==> config.mk <==
export PLATFORM = sky130hd
export DESIGN_NAME = sar_adc_seq
export DESIGN_NICKNAME = d
export VERILOG_FILES = /design/src/rtl/sar_seq_pkg.sv /design/src/rtl/sar_seq_edge.sv /design/src/rtl/sar_seq_ctrl_rx.sv /design/src/rtl/sar_seq_chan_dec.sv /design/src/rtl/sar_seq_sar.sv /design/src/rtl/sar_seq_out.sv /design/src/rtl/sar_adc_seq.sv
export SDC_FILE = /design/constraint.sdc
export NUM_CORES = 1
export LEC_CHECK = 0
export BUFFER_PORTS_ARGS = -buffer_cell sky130_fd_sc_hd__buf_2
export CAP_MARGIN = 20
export CORE_ASPECT_RATIO = 1.4
export CORE_UTILIZATION = 59
export CTS_CLUSTER_DIAMETER = 150
export DETAILED_ROUTE_END_ITERATION = 10
export PLACE_DENSITY_LB_ADDON = 0.12
export SYNTH_ARGS = -nofsm -noshare
export SYNTH_HDL_FRONTEND = slang
export SYNTH_SLANG_ARGS = --single-unit
==> constraint.sdc <==
create_clock -name clk -period 2.65 [get_ports clk]
set_input_delay 0.265 -clock clk [delete_from_list [all_inputs] [get_ports clk]]
set_output_delay 0.265 -clock clk [all_outputs]
set_load 0.01 [all_outputs]
==> src/rtl/sar_seq_pkg.sv <==
// Shared constants for the serial SAR sequencer: command layout and phases.
// Assumes an 8-bit command whose field positions are fixed by the protocol.
package sar_seq_pkg;
    localparam int CTRL_W      = 8;  // command length in bits
    localparam int START_POS   = 7;  // start bit
    localparam int SEL_LO      = 4;  // channel field low bit
    localparam int BIP_POS     = 3;  // 1 = bipolar output code
    localparam int SGL_POS     = 2;  // 1 = single-ended routing
    localparam int TRACK_AFTER = 5;  // track begins after this many bits

    typedef enum logic [1:0] {
        PH_RX   = 2'd0,
        PH_CONV = 2'd1,
        PH_OUT  = 2'd2
    } phase_t;
endpackage

==> src/rtl/sar_seq_edge.sv <==
// Serial clock edge finder. Assumes sclk is synchronous to clk and holds
// each level for at least two clk cycles; no synchronizer is included.
module sar_seq_edge (
    input  logic clk,
    input  logic rst_n,
    input  logic sclk,
    output logic rise,
    output logic fall
);
    logic sclk_q;

    // Remember the serial clock level seen one cycle earlier.
    always_ff @(posedge clk) begin
        if (!rst_n) sclk_q <= 1'b0;
        else        sclk_q <= sclk;
    end

    assign rise = sclk & ~sclk_q;
    assign fall = ~sclk & sclk_q;
endmodule

==> src/rtl/sar_seq_ctrl_rx.sv <==
// Command receiver: waits for the start bit, places each later bit at its
// final position, and times the track window. Assumes the caller enables
// it only while no conversion or shift-out is in progress.
module sar_seq_ctrl_rx
    import sar_seq_pkg::*;
(
    input  logic              clk,
    input  logic              rst_n,
    input  logic              clr,
    input  logic              en,
    input  logic              rise,
    input  logic              fall,
    input  logic              sdi,
    output logic [CTRL_W-1:0] word,
    output logic              track,
    output logic              done
);
    localparam int CNT_W = $clog2(CTRL_W + 1);

    logic [CNT_W-1:0] nbits;
    logic             idle_cnt;

    assign idle_cnt = (nbits == '0) || (nbits == CNT_W'(CTRL_W));
    assign done     = en & fall & track & (nbits == CNT_W'(CTRL_W));

    // Collect command bits on rising edges and open/close the track window on falling edges.
    always_ff @(posedge clk) begin
        if (!rst_n || clr) begin
            nbits <= '0;
            word  <= '0;
            track <= 1'b0;
        end else if (en) begin
            if (rise) begin
                if (idle_cnt) begin
                    if (sdi) begin
                        word  <= {1'b1, {(CTRL_W-1){1'b0}}};
                        nbits <= CNT_W'(1);
                    end
                end else begin
                    for (int b = 0; b < CTRL_W - 1; b++) begin
                        if (nbits == CNT_W'(CTRL_W - 1 - b)) word[b] <= sdi;
                    end
                    nbits <= nbits + CNT_W'(1);
                end
            end
            if (fall) begin
                if (nbits == CNT_W'(TRACK_AFTER) && !track) track <= 1'b1;
                else if (done)                             track <= 1'b0;
            end
        end
    end
endmodule

==> src/rtl/sar_seq_chan_dec.sv <==
// Channel router: maps the channel field and routing bit onto the front-end
// mux selects. Differential pairs are adjacent channels, with field bit 0
// choosing which member is positive.
module sar_seq_chan_dec #(
    parameter int CH_W = 3
) (
    input  logic [CH_W-1:0] sel,
    input  logic            single,
    output logic [CH_W-1:0] pos,
    output logic [CH_W-1:0] neg,
    output logic            to_common
);
    logic [CH_W-2:0] pair;
    assign pair = sel[CH_W-1:1];

    // Pick the positive/negative channels for the current routing mode.
    always_comb begin
        if (single) begin
            pos       = sel;
            neg       = '0;
            to_common = 1'b1;
        end else begin
            to_common = 1'b0;
            if (sel[0]) begin
                pos = {pair, 1'b1};
                neg = {pair, 1'b0};
            end else begin
                pos = {pair, 1'b0};
                neg = {pair, 1'b1};
            end
        end
    end
endmodule

==> src/rtl/sar_seq_sar.sv <==
// Successive-approximation engine. It loads the MSB trial on start,
// resolves one bit per rising edge from the comparator, and sets the next
// trial bit on the following falling edge. done pulses one clk after the
// LSB is resolved, when the code is final.
module sar_seq_sar #(
    parameter int RES_W = 12
) (
    input  logic             clk,
    input  logic             rst_n,
    input  logic             clr,
    input  logic             start,
    input  logic             rise,
    input  logic             fall,
    input  logic             cmp,
    output logic [RES_W-1:0] code,
    output logic             busy,
    output logic             done
);
    localparam int IDX_W = $clog2(RES_W);

    logic [IDX_W-1:0] idx;

    // Binary search: trial on falling edges, decision on rising edges.
    always_ff @(posedge clk) begin
        if (!rst_n || clr) begin
            code <= '0;
            idx  <= '0;
            busy <= 1'b0;
            done <= 1'b0;
        end else begin
            done <= 1'b0;
            if (start) begin
                code <= {1'b1, {(RES_W-1){1'b0}}};
                idx  <= IDX_W'(RES_W - 1);
                busy <= 1'b1;
            end else if (busy) begin
                if (rise) begin
                    code[idx] <= cmp;
                    if (idx == '0) begin
                        busy <= 1'b0;
                        done <= 1'b1;
                    end
                end else if (fall && idx != '0) begin
                    idx             <= idx - IDX_W'(1);
                    code[idx - IDX_W'(1)] <= 1'b1;
                end
            end
        end
    end
endmodule

==> src/rtl/sar_seq_out.sv <==
// Result serializer and ready strobe. It loads the result on start, raises
// the strobe until the next rising edge, and shifts one bit per falling
// edge MSB first. It drives sdo low again on the falling edge after the last bit.
module sar_seq_out #(
    parameter int RES_W = 12
) (
    input  logic             clk,
    input  logic             rst_n,
    input  logic             clr,
    input  logic             start,
    input  logic             rise,
    input  logic             fall,
    input  logic [RES_W-1:0] res,
    output logic             sdo,
    output logic             rdy,
    output logic             done
);
    localparam int CNT_W = $clog2(RES_W + 1);

    logic [RES_W-1:0] shreg;
    logic [CNT_W-1:0] sent;
    logic             busy;

    assign done = busy & fall & (sent == CNT_W'(RES_W));

    // Shift the result out and manage the ready strobe.
    always_ff @(posedge clk) begin
        if (!rst_n || clr) begin
            shreg <= '0;
            sent  <= '0;
            busy  <= 1'b0;
            sdo   <= 1'b0;
            rdy   <= 1'b0;
        end else if (start) begin
            shreg <= res;
            sent  <= '0;
            busy  <= 1'b1;
            rdy   <= 1'b1;
            sdo   <= 1'b0;
        end else if (busy) begin
            if (rise) rdy <= 1'b0;
            if (fall) begin
                if (sent == CNT_W'(RES_W)) begin
                    sdo  <= 1'b0;
                    busy <= 1'b0;
                end else begin
                    sdo   <= shreg[RES_W-1];
                    shreg <= {shreg[RES_W-2:0], 1'b0};
                    sent  <= sent + CNT_W'(1);
                end
            end
        end
    end
endmodule

==> src/rtl/sar_adc_seq.sv <==
// Top of the serial SAR sequencer. A phase register hands control from the
// command receiver to the search engine to the serializer. Chip select high
// clears every stage. Assumes sclk is synchronous to clk (see sar_seq_edge).
module sar_adc_seq
    import sar_seq_pkg::*;
#(
    parameter int RES_W = 12,
    parameter int CH_W  = 3
) (
    input  logic             clk,
    input  logic             rst_n,
    input  logic             cs_n,
    input  logic             sclk,
    input  logic             sdi,
    input  logic             cmp_in,
    output logic             th_track,
    output logic             hold_to_neg,
    output logic [CH_W-1:0]  mux_pos,
    output logic [CH_W-1:0]  mux_neg,
    output logic             neg_to_common,
    output logic [RES_W-1:0] dac_code,
    output logic             sdo,
    output logic             result_rdy
);
    phase_t            phase;
    logic              s_rise, s_fall;
    logic [CTRL_W-1:0] cmd;
    logic              rx_done, sar_done, out_done;
    logic [RES_W-1:0]  result;

    sar_seq_edge u_edge (
        .clk  (clk),
        .rst_n(rst_n),
        .sclk (sclk),
        .rise (s_rise),
        .fall (s_fall)
    );

    sar_seq_ctrl_rx u_rx (
        .clk  (clk),
        .rst_n(rst_n),
        .clr  (cs_n),
        .en   (phase == PH_RX),
        .rise (s_rise),
        .fall (s_fall),
        .sdi  (sdi),
        .word (cmd),
        .track(th_track),
        .done (rx_done)
    );

    sar_seq_chan_dec #(.CH_W(CH_W)) u_dec (
        .sel      (cmd[SEL_LO +: CH_W]),
        .single   (cmd[SGL_POS]),
        .pos      (mux_pos),
        .neg      (mux_neg),
        .to_common(neg_to_common)
    );

    sar_seq_sar #(.RES_W(RES_W)) u_sar (
        .clk  (clk),
        .rst_n(rst_n),
        .clr  (cs_n),
        .start(rx_done),
        .rise (s_rise),
        .fall (s_fall),
        .cmp  (cmp_in),
        .code (dac_code),
        .busy (hold_to_neg),
        .done (sar_done)
    );

    assign result = {dac_code[RES_W-1] ^ cmd[BIP_POS], dac_code[RES_W-2:0]};

    sar_seq_out #(.RES_W(RES_W)) u_out (
        .clk  (clk),
        .rst_n(rst_n),
        .clr  (cs_n),
        .start(sar_done),
        .rise (s_rise),
        .fall (s_fall),
        .res  (result),
        .sdo  (sdo),
        .rdy  (result_rdy),
        .done (out_done)
    );

    // Advance receive -> search -> shift-out -> receive.
    always_ff @(posedge clk) begin
        if (!rst_n || cs_n) begin
            phase <= PH_RX;
        end else begin
            unique case (phase)
                PH_RX:   if (rx_done)  phase <= PH_CONV;
                PH_CONV: if (sar_done) phase <= PH_OUT;
                PH_OUT:  if (out_done) phase <= PH_RX;
                default: phase <= PH_RX;
            endcase
        end
    end
endmodule

After elaboration in Yosys (flattened, before gate mapping)
Index checks and enable logic that the tools add are counted.
{"block": "classes", "add_sub_neg": 3, "shift": 0, "n_div": 0, "n_eq_ne": 17, "n_lt_le_gt_ge": 4, "n_reduce_logical": 44, "mul": 0, "bitwise_logic": 14, "n_mux": 52}
{"op": "2-to-1 mux 12 bit", "count": 8}
{"op": "2-to-1 mux 1 bit", "count": 28}
{"op": "2-to-1 mux 4 bit", "count": 6}
{"op": "nonzero test 2 bit", "count": 12}
{"op": "AND reduction 3 bit", "count": 7}
{"op": "AND reduction 4 bit", "count": 5}
{"op": "== test 4 x 3 -> 1 bit, second input constant", "count": 4}
{"op": "2-to-1 mux 7 bit", "count": 2}
{"op": "bitwise mux 12 bit", "count": 1}
{"op": "OR 12 bit", "count": 1}
{"op": "less-than comparator 4 x 5 -> 1 bit, second input constant", "count": 2}
{"op": "adder 4 x 1 -> 4 bit, second input constant", "count": 2}
{"op": "demux 1 bit (select 4 bit)", "count": 2}
{"op": "== test 4 x 2 -> 1 bit, second input constant", "count": 2}
{"op": "== test 4 bit, second input constant", "count": 2}
{"op": ">= comparator 4 x 1 -> 1 bit, second input constant", "count": 2}
{"op": "zero test 4 bit", "count": 2}
{"op": "inequality test 2 bit, second input constant", "count": 4}
{"op": "AND reduction 2 bit", "count": 4}
{"op": "bitwise AND 1 bit", "count": 7}
{"op": "2-to-1 mux 2 bit", "count": 3}
{"op": "case mux 2 bit (3 select lines)", "count": 1}
{"op": "inverter 1 bit", "count": 5}
{"op": "== test 4 x 1 -> 1 bit, second input constant", "count": 1}
{"op": "14 further kinds", "count": 21}
{"block": "word_totals", "romBits": 0, "in_bits": 6, "memories": 0, "output_inout_bits": 23, "latch_bits": 0, "wordCells": 154, "reg_bits": 50, "ram_bits": 0}

Logic depth before layout (Yosys ltp)
Gate-level depths: netlist of run 1.
{"block": "logic_depth", "depth_word": 10, "mapped_depth": 8, "mapped_depth_nobuf": 6}

Cells and area by module
A second synthesis of run 1 with hierarchy kept.
{"block": "hier_totals", "cells_unflattened": 360, "hier_area_um2": 3047.9}
{"module": "sar_seq_sar", "instances": 1, "seq_area_each_um2": 360.3, "area_per_inst_um2": 1231.2, "cells_per_inst": 146}
{"module": "sar_seq_out", "instances": 1, "seq_area_each_um2": 380.4, "area_per_inst_um2": 959.7, "cells_per_inst": 110}
{"module": "sar_seq_ctrl_rx", "instances": 1, "seq_area_each_um2": 260.2, "area_per_inst_um2": 671.9, "cells_per_inst": 82}
{"module": "sar_adc_seq", "instances": 1, "seq_area_each_um2": 40.0, "area_per_inst_um2": 100.1, "cells_per_inst": 11}
{"module": "sar_seq_chan_dec", "instances": 1, "seq_area_each_um2": 0.0, "area_per_inst_um2": 46.3, "cells_per_inst": 7}
{"module": "sar_seq_edge", "instances": 1, "seq_area_each_um2": 20.0, "area_per_inst_um2": 38.8, "cells_per_inst": 4}

Worst setup path after synthesis of run 1
Ideal clock, no wire load.
{"block": "synth_timing", "kind": "reg2reg", "startpoint": "reg u_sar.idx[0]", "endpoint": "reg u_sar.idx[1]", "period_less_slack_ns": 1.828, "path_stages_with_launch": 8, "t_arrival_ns": 1.761, "path_buffers": 1, "required_ns": 2.583, "setup_ns": 0.067, "setup_slack_ns": 0.822, "cell_sequence": "dfxtp_1 inv_1 ha_1 buf_6 or3b_1 and3_4 mux2_4 a21oi_2"}
{"block": "synth_between", "elab_chain_cells": 5, "word_cells_on_any_way": 9, "cone_classes": "add/sub (1); mux (4); reduce/logical (4)"}
{"item": "from (decl)", "line": "sar_seq_sar.sv:21", "text": "logic [IDX_W-1:0] idx;"}
{"item": "from (signal assigned)", "line": "sar_seq_sar.sv:34", "text": "idx <= IDX_W'(RES_W - 1);"}
{"item": "from (signal assigned)", "line": "sar_seq_sar.sv:44", "text": "idx <= idx - IDX_W'(1);"}
{"item": "subtractor 4 x 1 -> 4 bit", "line": "sar_seq_sar.sv:44"}
{"item": "2-to-1 mux 4 bit", "line": "sar_seq_sar.sv:43", "text": "end else if (fall && idx != '0) begin"}
{"item": "2-to-1 mux 4 bit", "line": "sar_seq_sar.sv:37", "text": "if (rise) begin"}
{"item": "2-to-1 mux 4 bit", "line": "sar_seq_sar.sv:36", "text": "end else if (busy) begin"}
{"item": "2-to-1 mux 4 bit", "line": "sar_seq_sar.sv:32", "text": "if (start) begin"}
Several ways; a longest one is shown, not always the timed one. The select of a mux whose other input is x is not followed.
A chain may end at the register's enable or synchronous reset.

Final worst setup path of run 1
{"block": "layout_timing", "startpoint": "reg u_sar.idx[0]", "endpoint": "reg u_sar.code[10]"}
{"block": "layout_between", "elab_chain_cells": 8, "word_cells_on_any_way": 19, "cone_classes": "add/sub (1); order compare (4); mux (7); bitwise (1); reduce/logical (6)"}
{"item": "subtractor 4 x 1 -> 4 bit", "line": "sar_seq_sar.sv:45", "text": "code[idx - IDX_W'(1)] <= 1'b1;"}
{"item": "less-than comparator 4 x 5 -> 1 bit (not written as such) or >= comparator 4 x 1 -> 1 bit (tied branches)", "line": "sar_seq_sar.sv:45"}
{"item": "logical AND 1 bit (not written as such)", "line": "sar_seq_sar.sv:45"}
{"item": "2-to-1 mux 1 bit (not written as such)", "line": "sar_seq_sar.sv:45"}
{"item": "demux 1 bit (select 4 bit)"}
{"item": "OR 12 bit (no line)"}
{"item": "2-to-1 mux 12 bit", "line": "sar_seq_sar.sv:43"}
{"item": "2-to-1 mux 12 bit", "line": "sar_seq_sar.sv:37"}
{"item": "to (signal assigned)", "line": "sar_seq_sar.sv:33", "text": "code <= {1'b1, {(RES_W-1){1'b0}}};"}
{"item": "to (signal, indexed assignment)", "line": "sar_seq_sar.sv:38", "text": "code[idx] <= cmp;"}
{"item": "to (decl)", "line": "sar_seq_sar.sv:15", "text": "output logic [RES_W-1:0] code,"}
Several ways; a longest one is shown, not always the timed one. The select of a mux whose other input is x is not followed.

==> results of run 1 <==
==> worst paths after layout <==
| kind | cells after the start | endpoint |
|---|---|---|
| setup / recovery | 6 | u_sar.code[10] |
| hold / removal | 2 | u_edge.sclk_q |
| setup reg to reg | 6 | u_sar.code[10] |
| hold reg to reg | 2 | u_out.shreg[9] |
==> cells in the final DEF (no fill, tap or decap), types with 2 or more instances in the layout <==
| cell | n |
|---|---|
| and3_1 | 4 |
| nor4b_4 | 2 |
| o211a_1 | 6 |
| nor2_1 | 24 |
| o221a_2 | 2 |
| nor3_1 | 9 |
| ha_1 | 13 |
| o21ai_0 | 28 |
| a311oi_1 | 12 |
| mux2i_1 | 4 |
| nand2b_1 | 4 |
| o32ai_1 | 2 |
| buf_2 | 28 |
| a31oi_1 | 2 |
| nand3b_1 | 10 |
| a211oi_1 | 5 |
| a2bb2oi_1 | 2 |
| nor3b_1 | 7 |
| buf_4 | 5 |
| a22oi_1 | 3 |
| xnor2_1 | 5 |
| a21oi_1 | 18 |
| dfxtp_1 | 50 |
| nor2b_1 | 7 |
| or3_1 | 2 |
| clkbuf_8 | 6 |
| inv_1 | 9 |
| nand3_1 | 19 |
| nand4_1 | 7 |
| and3b_1 | 2 |
| and2_1 | 3 |
| o2111ai_1 | 3 |
| mux2_2 | 2 |
| nand2_1 | 29 |
| o221ai_1 | 4 |
==> state kept, by name (all words and copies together) (netlist names) <==
name,cells
u_out.shreg,12
u_sar.code,12
u_rx.word,5
u_out.sent,4
u_rx.nbits,4
u_sar.idx,4
phase,2
u_edge.sclk_q,1
u_out.busy,1
u_out.rdy,1
u_out.sdo,1
u_rx.track,1
u_sar.busy,1
u_sar.done,1
==> metal layers <==
layer,track usage,part of all wire,up-vias
met5,0,0,-
met1,0.345,0.43,1207
met4,0.160,0.040,0
li1,-,-,1288
met2,0.449,0.49,82
met3,0.0427,0.045,26
==> layout make-up <==
| type | instances | share of cell area |
|---|---|---|
| tap | 62 | 0.0248 |
| timing repair buffer | 33 | 0.0568 |
| multi-input combinational | 257 | 0.557 |
| clock buffer | 6 | 0.0264 |
| clock inverter | 2 | 0.00400 |
| inverter | 9 | 0.0108 |
| sequential | 50 | 0.320 |
==> stage by stage <==
stage                     cell area, um^2  hold WS, ns  std cells
after floorplan                      2920        0.387        344
after global placement               3030        0.457        411
after detailed placement             3030        0.470        411
after CTS                            3130        0.176        419
after global routing                 3130        0.185        419
final                                3130        0.180        419
==> where the power goes <==
group | internal (mW) | leakage [nW] | switching, mW | total [mW]
clock network | 0.210 | 0.0472 | 0.258 | 0.468
registers | 0.753 | 0.403 | 0.00461 | 0.757
logic | 0.0256 | 0.802 | 0.0458 | 0.0714
==> cells in the mapped netlist, types with 9 or more instances <==
master,count,area [um^2]
nand2_1,29,109
buf_2,9,45.0
nor2_1,24,90.1
inv_1,9,33.8
dfxtp_1,50,1000
clkbuf_1,11,41.3
ha_1,13,163
nand3b_1,10,75.1
a311oi_1,12,105
a21oi_1,18,90.1
nand3_1,19,95.1
nor3_1,9,45.0
o21ai_0,28,140
==> cell families (layout without fill, tap and decap cells) <==
logic type | count (synthesis) | after routing | share of synthesized area
AOI/OAI and AO/OA | 96 | 96 | 0.232
xor gates and xnor gates | 6 | 6 | 0.0180
adders and majority gates | 13 | 13 | 0.0557
buffers and inverters | 37 | 50 | 0.0616
DFF | 50 | 50 | 0.342
muxes | 7 | 7 | 0.0265
and+or+nand+nor | 135 | 135 | 0.263
==> critical path, stage by stage, from the launching register on <==
cell and delay (ns):
dfxtp_1 0.54, inv_1 0.15, ha_1 0.35, nor3b_1 0.20, o21ai_0 0.37, and2_1 0.37, o221a_2 0.23
==> results.toml, run 1 <==
[synthesis]
ys_types = 54
syn_inst = 344
ys_async_sr_fraction = 0
syn_nets = 363
synth_flop_cell = "dfxtp_1"
ys_warn_count = 0
avgSynthCellArea_um2 = 8.50
synth_edf_count = 0
syn_area_um2 = 2920
ys_ff_latch = 50
yosysSeqAreaShare = 0.342

[clock_tree]
cts-root-buf = "clkbuf_8"
clk-insertion-delay-late_ns = 0.30
post_cts_buffers = 0
cts_buffers = 5
clock_sinks = 50
clk_pin_slew_ns = 0.09
htree_levels = 2
cts_tree = "done"
postCtsHoldBufs = 0
cts_resized = 0
clk_path_buf_depth = 2

[critical_path]
crit_fanout = 11
r2r_start = "u_sar.idx[0]"
critPathRequiredTime_ns = 2.90
cp-start-kind = "flop"
crit_arrival_ns = 2.52
end_kind = "flop"
r2r_slack_ns = 0.38
path_class = "flop to flop"
setup.worst_path.start = "u_sar.idx[0]"

[die]
core-area_um2 = 4640
row_count = 29
ios = 29
dieHeight_um = 85.3
initial_utilization = 0.629
die_w_um = 61.5
dieArea_um2 = 5240

[route]
drt-total-wl_um = 6830
firstDrtPassIters = 4
vias = 2603
antenna_left = 0
avgRoutedWirePerCell_um = 16.3
drt-initial-drc-count = 160
drc = 0
viasPerCell = 6.21

[final_layout]
multiInputGateArea_um2 = 1740
fillerInstances = 434
seq_area_um2 = 1000
final_util = 0.673
nets = 375
drive_gt1_frac = 0.154
diodes = 0
area_growth_pct = 6.98

[place]
hpwlAfterDp_um = 4950
dp_slack_ns = 0.467
gp_congestion = 0.898
portBuffers = 28

[run]
maxCapViolCount = 0

[sta]
skew_ns = 0.00549
fin_tns_setup_ns = 0
fin_ws_ns = 0.385
maxSlewViolCount = 0
fin_crit_ns = 2.27
hold_violations = 0
timing.final.crit_share = 0.855
max_clock_freq_mhz = 441
tightest_slew_ns = 0.681
setup_violations = 0
slew_headroom = 0.545
grt_setup_unrepaired = "false"

[run_status]
status = "completed"

[global_routing]
grt_pass1_wl_um = 11200
grt_start_max_net_pins = 33
grt_usage = 0.280
grt-ovfl-total = 0
grt_antenna_before_repair = 0
grt_pass1_vias = 2469

[worst_hold_path]
worstHoldStart = "rst_n"
worstHoldPathType = "input pin to flop"

[pwr]
power-per-cell-area_nw_per_um2 = 415
vdd_ir_drop_max_mv = 0.260
leakage_nw = 1.25
power_mw = 1.30
Power figures use the tool's default switching activity.
==> inputs of run 2 (changes only) <==
Settings changed: ABC_AREA set to 0, CORE_UTILIZATION 59 to 30, SETUP_SLACK_MARGIN set to 0.05.
==> run 2 against run 1 <==
Clock-buffer cell count is 1 higher. Clock power is 41% higher. Fmax increased by 6.0%. Via count is 0.69% higher. Hold slack better by 0.025 ns. First-iteration DRC count fell by 4.4%. Clock skew shrank 0.0014 ns. Setup slack improved by 0.13 ns. Non-clock buffer count up 2. Design area grew 4.1%. Critical endpoint unchanged. Largest power group unchanged.
==> results.toml, run 2 (synthesis gave the netlist of run 1 again) <==
[sta]
fin_crit_ns = 2.14
timing.final.crit_share = 0.807
slew_headroom = 0.512
grt_setup_unrepaired = "false"
skew_ns = 0.00412
setup_violations = 0
tightest_slew_ns = 0.732
max_clock_freq_mhz = 468
fin_ws_ns = 0.512
maxSlewViolCount = 0
hold_violations = 0
fin_tns_setup_ns = 0
timing.hold.ws_ns = 0.205

[global_routing]
grt_antenna_before_repair = 0
grt_pass1_vias = 2522
grt-ovfl-total = 0
grt_pass1_wl_um = 13000
grt_usage = 0.162
grt_start_max_net_pins = 33

[route]
viasPerCell = 5.59
drc = 0
avgRoutedWirePerCell_um = 16.6
firstDrtPassIters = 4
antenna_left = 0
drt-total-wl_um = 7790
vias = 2621
drt-initial-drc-count = 153

[final_layout]
finalNonFillerCells = 469
final_common_cell = "dfxtp_1"
nets = 377
final_util = 0.344
area_growth_pct = 11.3
drive_gt1_frac = 0.156
diodes = 0
largest_registers = "u_out.shreg (12), u_sar.code (12), u_rx.word (5)"
layout_common_cells = "dfxtp_1, nand2_1, o21ai_0, buf_2, nor2_1"
stdcell_area_um2 = 3250

[pwr]
switching_share = 0.225
internal-power_mw = 1.15
power.switching_mw = 0.335
p_seq_frac = 0.509
vdd_ir_drop_max_mv = 0.322
power-per-cell-area_nw_per_um2 = 457
combPwrFrac = 0.048
leakage_nw = 1.29
power_mw = 1.49
clkPwrFrac = 0.443

[worst_hold_path]
worstHoldStart = "rst_n"
hold_path_depth = 2
worstHoldPathType = "input pin to flop"
min_to = "u_edge.sclk_q"

[run]
maxCapViolCount = 0

[clock_tree]
clk-insertion-delay-late_ns = 0.29
cts-root-buf = "clkbuf_16"
clk_pin_slew_ns = 0.06
cts_buffers = 5
post_cts_buffers = 0
cts_resized = 0
cts_tree = "done"
clk_path_buf_depth = 2
htree_levels = 2
clock_sinks = 50
postCtsHoldBufs = 0

[die]
initial_utilization = 0.309
ios = 29
dieHeight_um = 119
row_count = 42
dieArea_um2 = 10100
core-area_um2 = 9460
die_w_um = 85.4

[critical_path]
r2r_start = "u_sar.idx[0]"
crit_fanout = 11
reg2reg_depth = 6
critPathRequiredTime_ns = 2.89
path_class = "flop to flop"
r2r_slack_ns = 0.51
crit_arrival_ns = 2.37
cp-start-kind = "flop"
timing.rr.end = "u_sar.code[10]"
end_kind = "flop"

[place]
portBuffers = 28
gp_congestion = 0.897
hpwlAfterDp_um = 5630
placed_cells = 461
dpl_cell_area_um2 = 3110
dp_slack_ns = 0.532

[run_status]
status = "completed"
## run 2: routing by layer
| layer | part of all wire | GRT usage | up-vias |
|---|---|---|---|
| li1 | - | - | 1293 |
| met1 | 0.46 | 0.201 | 1253 |
| met2 | 0.49 | 0.270 | 59 |
| met3 | 0.023 | 0.0237 | 16 |
| met4 | 0.031 | 0.0781 | 0 |
| met5 | 0 | 0 | - |
## run 2: power by group through the flow
stage,Clock [mW],Combinational (mW),Sequential (mW)
CTS,0.681,0.0721,0.757
global placement,0,0.0724,0.775
finish,0.659,0.0711,0.758
floorplan,0,0.0533,0.772
global route,0.714,0.0783,0.758
detailed placement,0,0.0720,0.775
## run 2: area by class of cell
type	instances	area, um^2
clock buffers	7	143
clock inverters	1	5.00
fillers	986	6200
inverters	9	33.8
multi-input cells	257	1740
flip-flops and latches	50	1000
well taps	110	138
repair buffers	35	193
## run 2: how the worst max path moves through the flow
stage | start | endpoint | cells after the start
floorplan | u_sar.idx[0] | u_sar.idx[1] | 7
global placement | u_sar.idx[0] | u_sar.code[1] | 6
global route | u_sar.idx[0] | u_sar.code[1] | 6
detailed placement | u_sar.idx[0] | u_sar.code[10] | 6
finish | u_sar.idx[0] | u_sar.code[10] | 6
CTS | u_sar.idx[0] | u_sar.code[10] | 6
## run 2: worst max-delay path, cell delays in order (launching register included)
cell     delay, ns
dfxtp_1       0.53
inv_1         0.14
ha_1          0.35
nor3b_1       0.20
o21ai_0       0.29
and2_1        0.35
o221a_2       0.23
==> inputs of run 3 (changes only) <==
Clock period 2.65 ns to 2 ns, I/O delays scaled along.
==> run 3 against run 2 <==
Clock skew grew 0.00090 ns. Fmax up 18%. Clock power is 48% higher. Non-clock buffer count increased by 14. Sequential share of layout area fell by 1.3 points. Cell count up 2.8%. Setup slack got worse by 0.32 ns. Routed wire length is 0.41% lower. Via count fell by 1.1%. Combinational power is 58% higher. Highest routed layer unchanged.
==> results.toml, run 3 (synthesis gave the netlist of run 1 again) <==
[route]
antenna_left = 0
vias = 2593
avgRoutedWirePerCell_um = 16.1
firstDrtPassIters = 4
viasPerCell = 5.38
drt-total-wl_um = 7760
drt-initial-drc-count = 113
drc = 0

[sta]
skew_ns = 0.00502
slew_headroom = 0.579
fin_ws_ns = 0.191
timing.final.crit_share = 0.904
fin_tns_setup_ns = 0
hold_violations = 0
timing.hold.ws_ns = 0.141
setup_violations = 0
maxSlewViolCount = 0
max_clock_freq_mhz = 553
grt_setup_unrepaired = "false"
fin_crit_ns = 1.81
tightest_slew_ns = 0.632

[worst_hold_path]
worstHoldPathType = "input pin to flop"

[clock_tree]
cts_buffers = 5
htree_levels = 2
postCtsHoldBufs = 0
clk_path_buf_depth = 2
cts-root-buf = "clkbuf_16"
clk_pin_slew_ns = 0.06
clk-insertion-delay-late_ns = 0.29
cts_tree = "done"
clock_sinks = 50

[final_layout]
final_common_cell = "dfxtp_1"
diodes = 0
fillerInstances = 1019
area_growth_pct = 16.2
nets = 391
largest_registers = "u_out.shreg (12), u_sar.code (12), u_rx.word (5)"
layout_common_cells = "dfxtp_1, nand2_1, o21ai_0, buf_2, nor2_1"
drive_gt1_frac = 0.191

[die]
initial_utilization = 0.309
core-area_um2 = 9460
dieHeight_um = 119
dieArea_um2 = 10100
row_count = 42
ios = 29
die_w_um = 85.4

[global_routing]
grt_start_max_net_pins = 28
grt_pass1_vias = 2514
grt_usage = 0.158
grt_antenna_before_repair = 0
grt-ovfl-total = 0
grt_pass1_wl_um = 12700

[pwr]
vdd_ir_drop_max_mv = 0.374
power_mw = 2.09
power-per-cell-area_nw_per_um2 = 615
leakage_nw = 1.37

[critical_path]
cp-endpoint = "u_sar.code[10]"
critPathRequiredTime_ns = 2.18
r2r_slack_ns = 0.19
path_class = "flop to flop"
crit_fanout = 8
reg2reg_depth = 7
cp-start-kind = "flop"
setup.worst_path.start = "u_sar.idx[1]"
r2r_start = "u_sar.idx[1]"
timing.rr.end = "u_sar.code[10]"
crit_arrival_ns = 1.99
end_kind = "flop"

[place]
dp_slack_ns = 0.162
hpwlAfterDp_um = 5800
portBuffers = 28
gp_congestion = 0.872

[run]
maxCapViolCount = 0

[run_status]
status = "completed"
## run 3: changes by cell type in the layout (fill, tap and decap cells not counted)
cell       previous run  this run
ha_2                  0         1
buf_12                0         1
buf_4                 7        20
bufinv_16             0         1
clkbuf_1              1         0
clkinv_2              1         0
ha_1                 13        12
## run 3: what timing repair did
action / in CTS / in global routing
resized for setup: 0 / 1
setup buffers: 0 / 0
setup endpoints to repair: 0 / 2
## run 3: report_power, final
part           total [mW]  internal (mW)  switching (mW)
clock               0.973          0.617           0.355
sequential           1.00          0.998         0.00414
combinational       0.112         0.0439          0.0678
total                2.09           1.66           0.427
## run 3: critical path: stages, from the launching register on
cell and delay, ns:
dfxtp_1 0.31, inv_1 0.13, ha_2 0.24, nor3b_1 0.24, o21ai_0 0.11, buf_4 0.15, and2_1 0.23, o221a_2 0.29
## run 3: how the worst min path moves through the flow
stage	depth (start not counted)	slack, ns	from	end
2_1_floorplan	1	0.32	rst_n	u_edge.sclk_q
3_3_place_gp	2	0.43	rst_n	u_edge.sclk_q
3_5_place_dp	2	0.44	rst_n	u_edge.sclk_q
4_1_cts	2	0.14	rst_n	u_edge.sclk_q
5_1_grt	2	0.16	rst_n	u_edge.sclk_q
6_report	2	0.14	rst_n	u_edge.sclk_q
## run 3: through the flow
stage          instance area, um^2  utilization  cells
2_1_floorplan                 2920            -    344
3_3_place_gp                  3220        0.341    475
3_5_place_dp                  3220        0.341    475
4_1_cts                       3390        0.359    482
5_1_grt                       3400        0.359    482
6_report                      3400        0.359    482
## run 3: layer usage
metal,track usage,part of all wire,wire (um),vias to the layer above
li1,-,-,-,1323
met3,0.0230,0.020,154,9
met1,0.202,0.47,3630,1222
met4,0.0594,0.020,154,0
met2,0.268,0.49,3810,39
met5,0,0,0,-
## run 3: layout make-up
cell class / instances / area [um^2] / area share
repair buffers: 49 / 310 / 0.0914
inverters: 9 / 33.8 / 0.00995
clock buffers: 6 / 139 / 0.0409
clock inverters: 1 / 30.0 / 0.00884
multi-input cells: 257 / 1740 / 0.514
flip-flops and latches: 50 / 1000 / 0.295
well taps: 110 / 138 / 0.0405
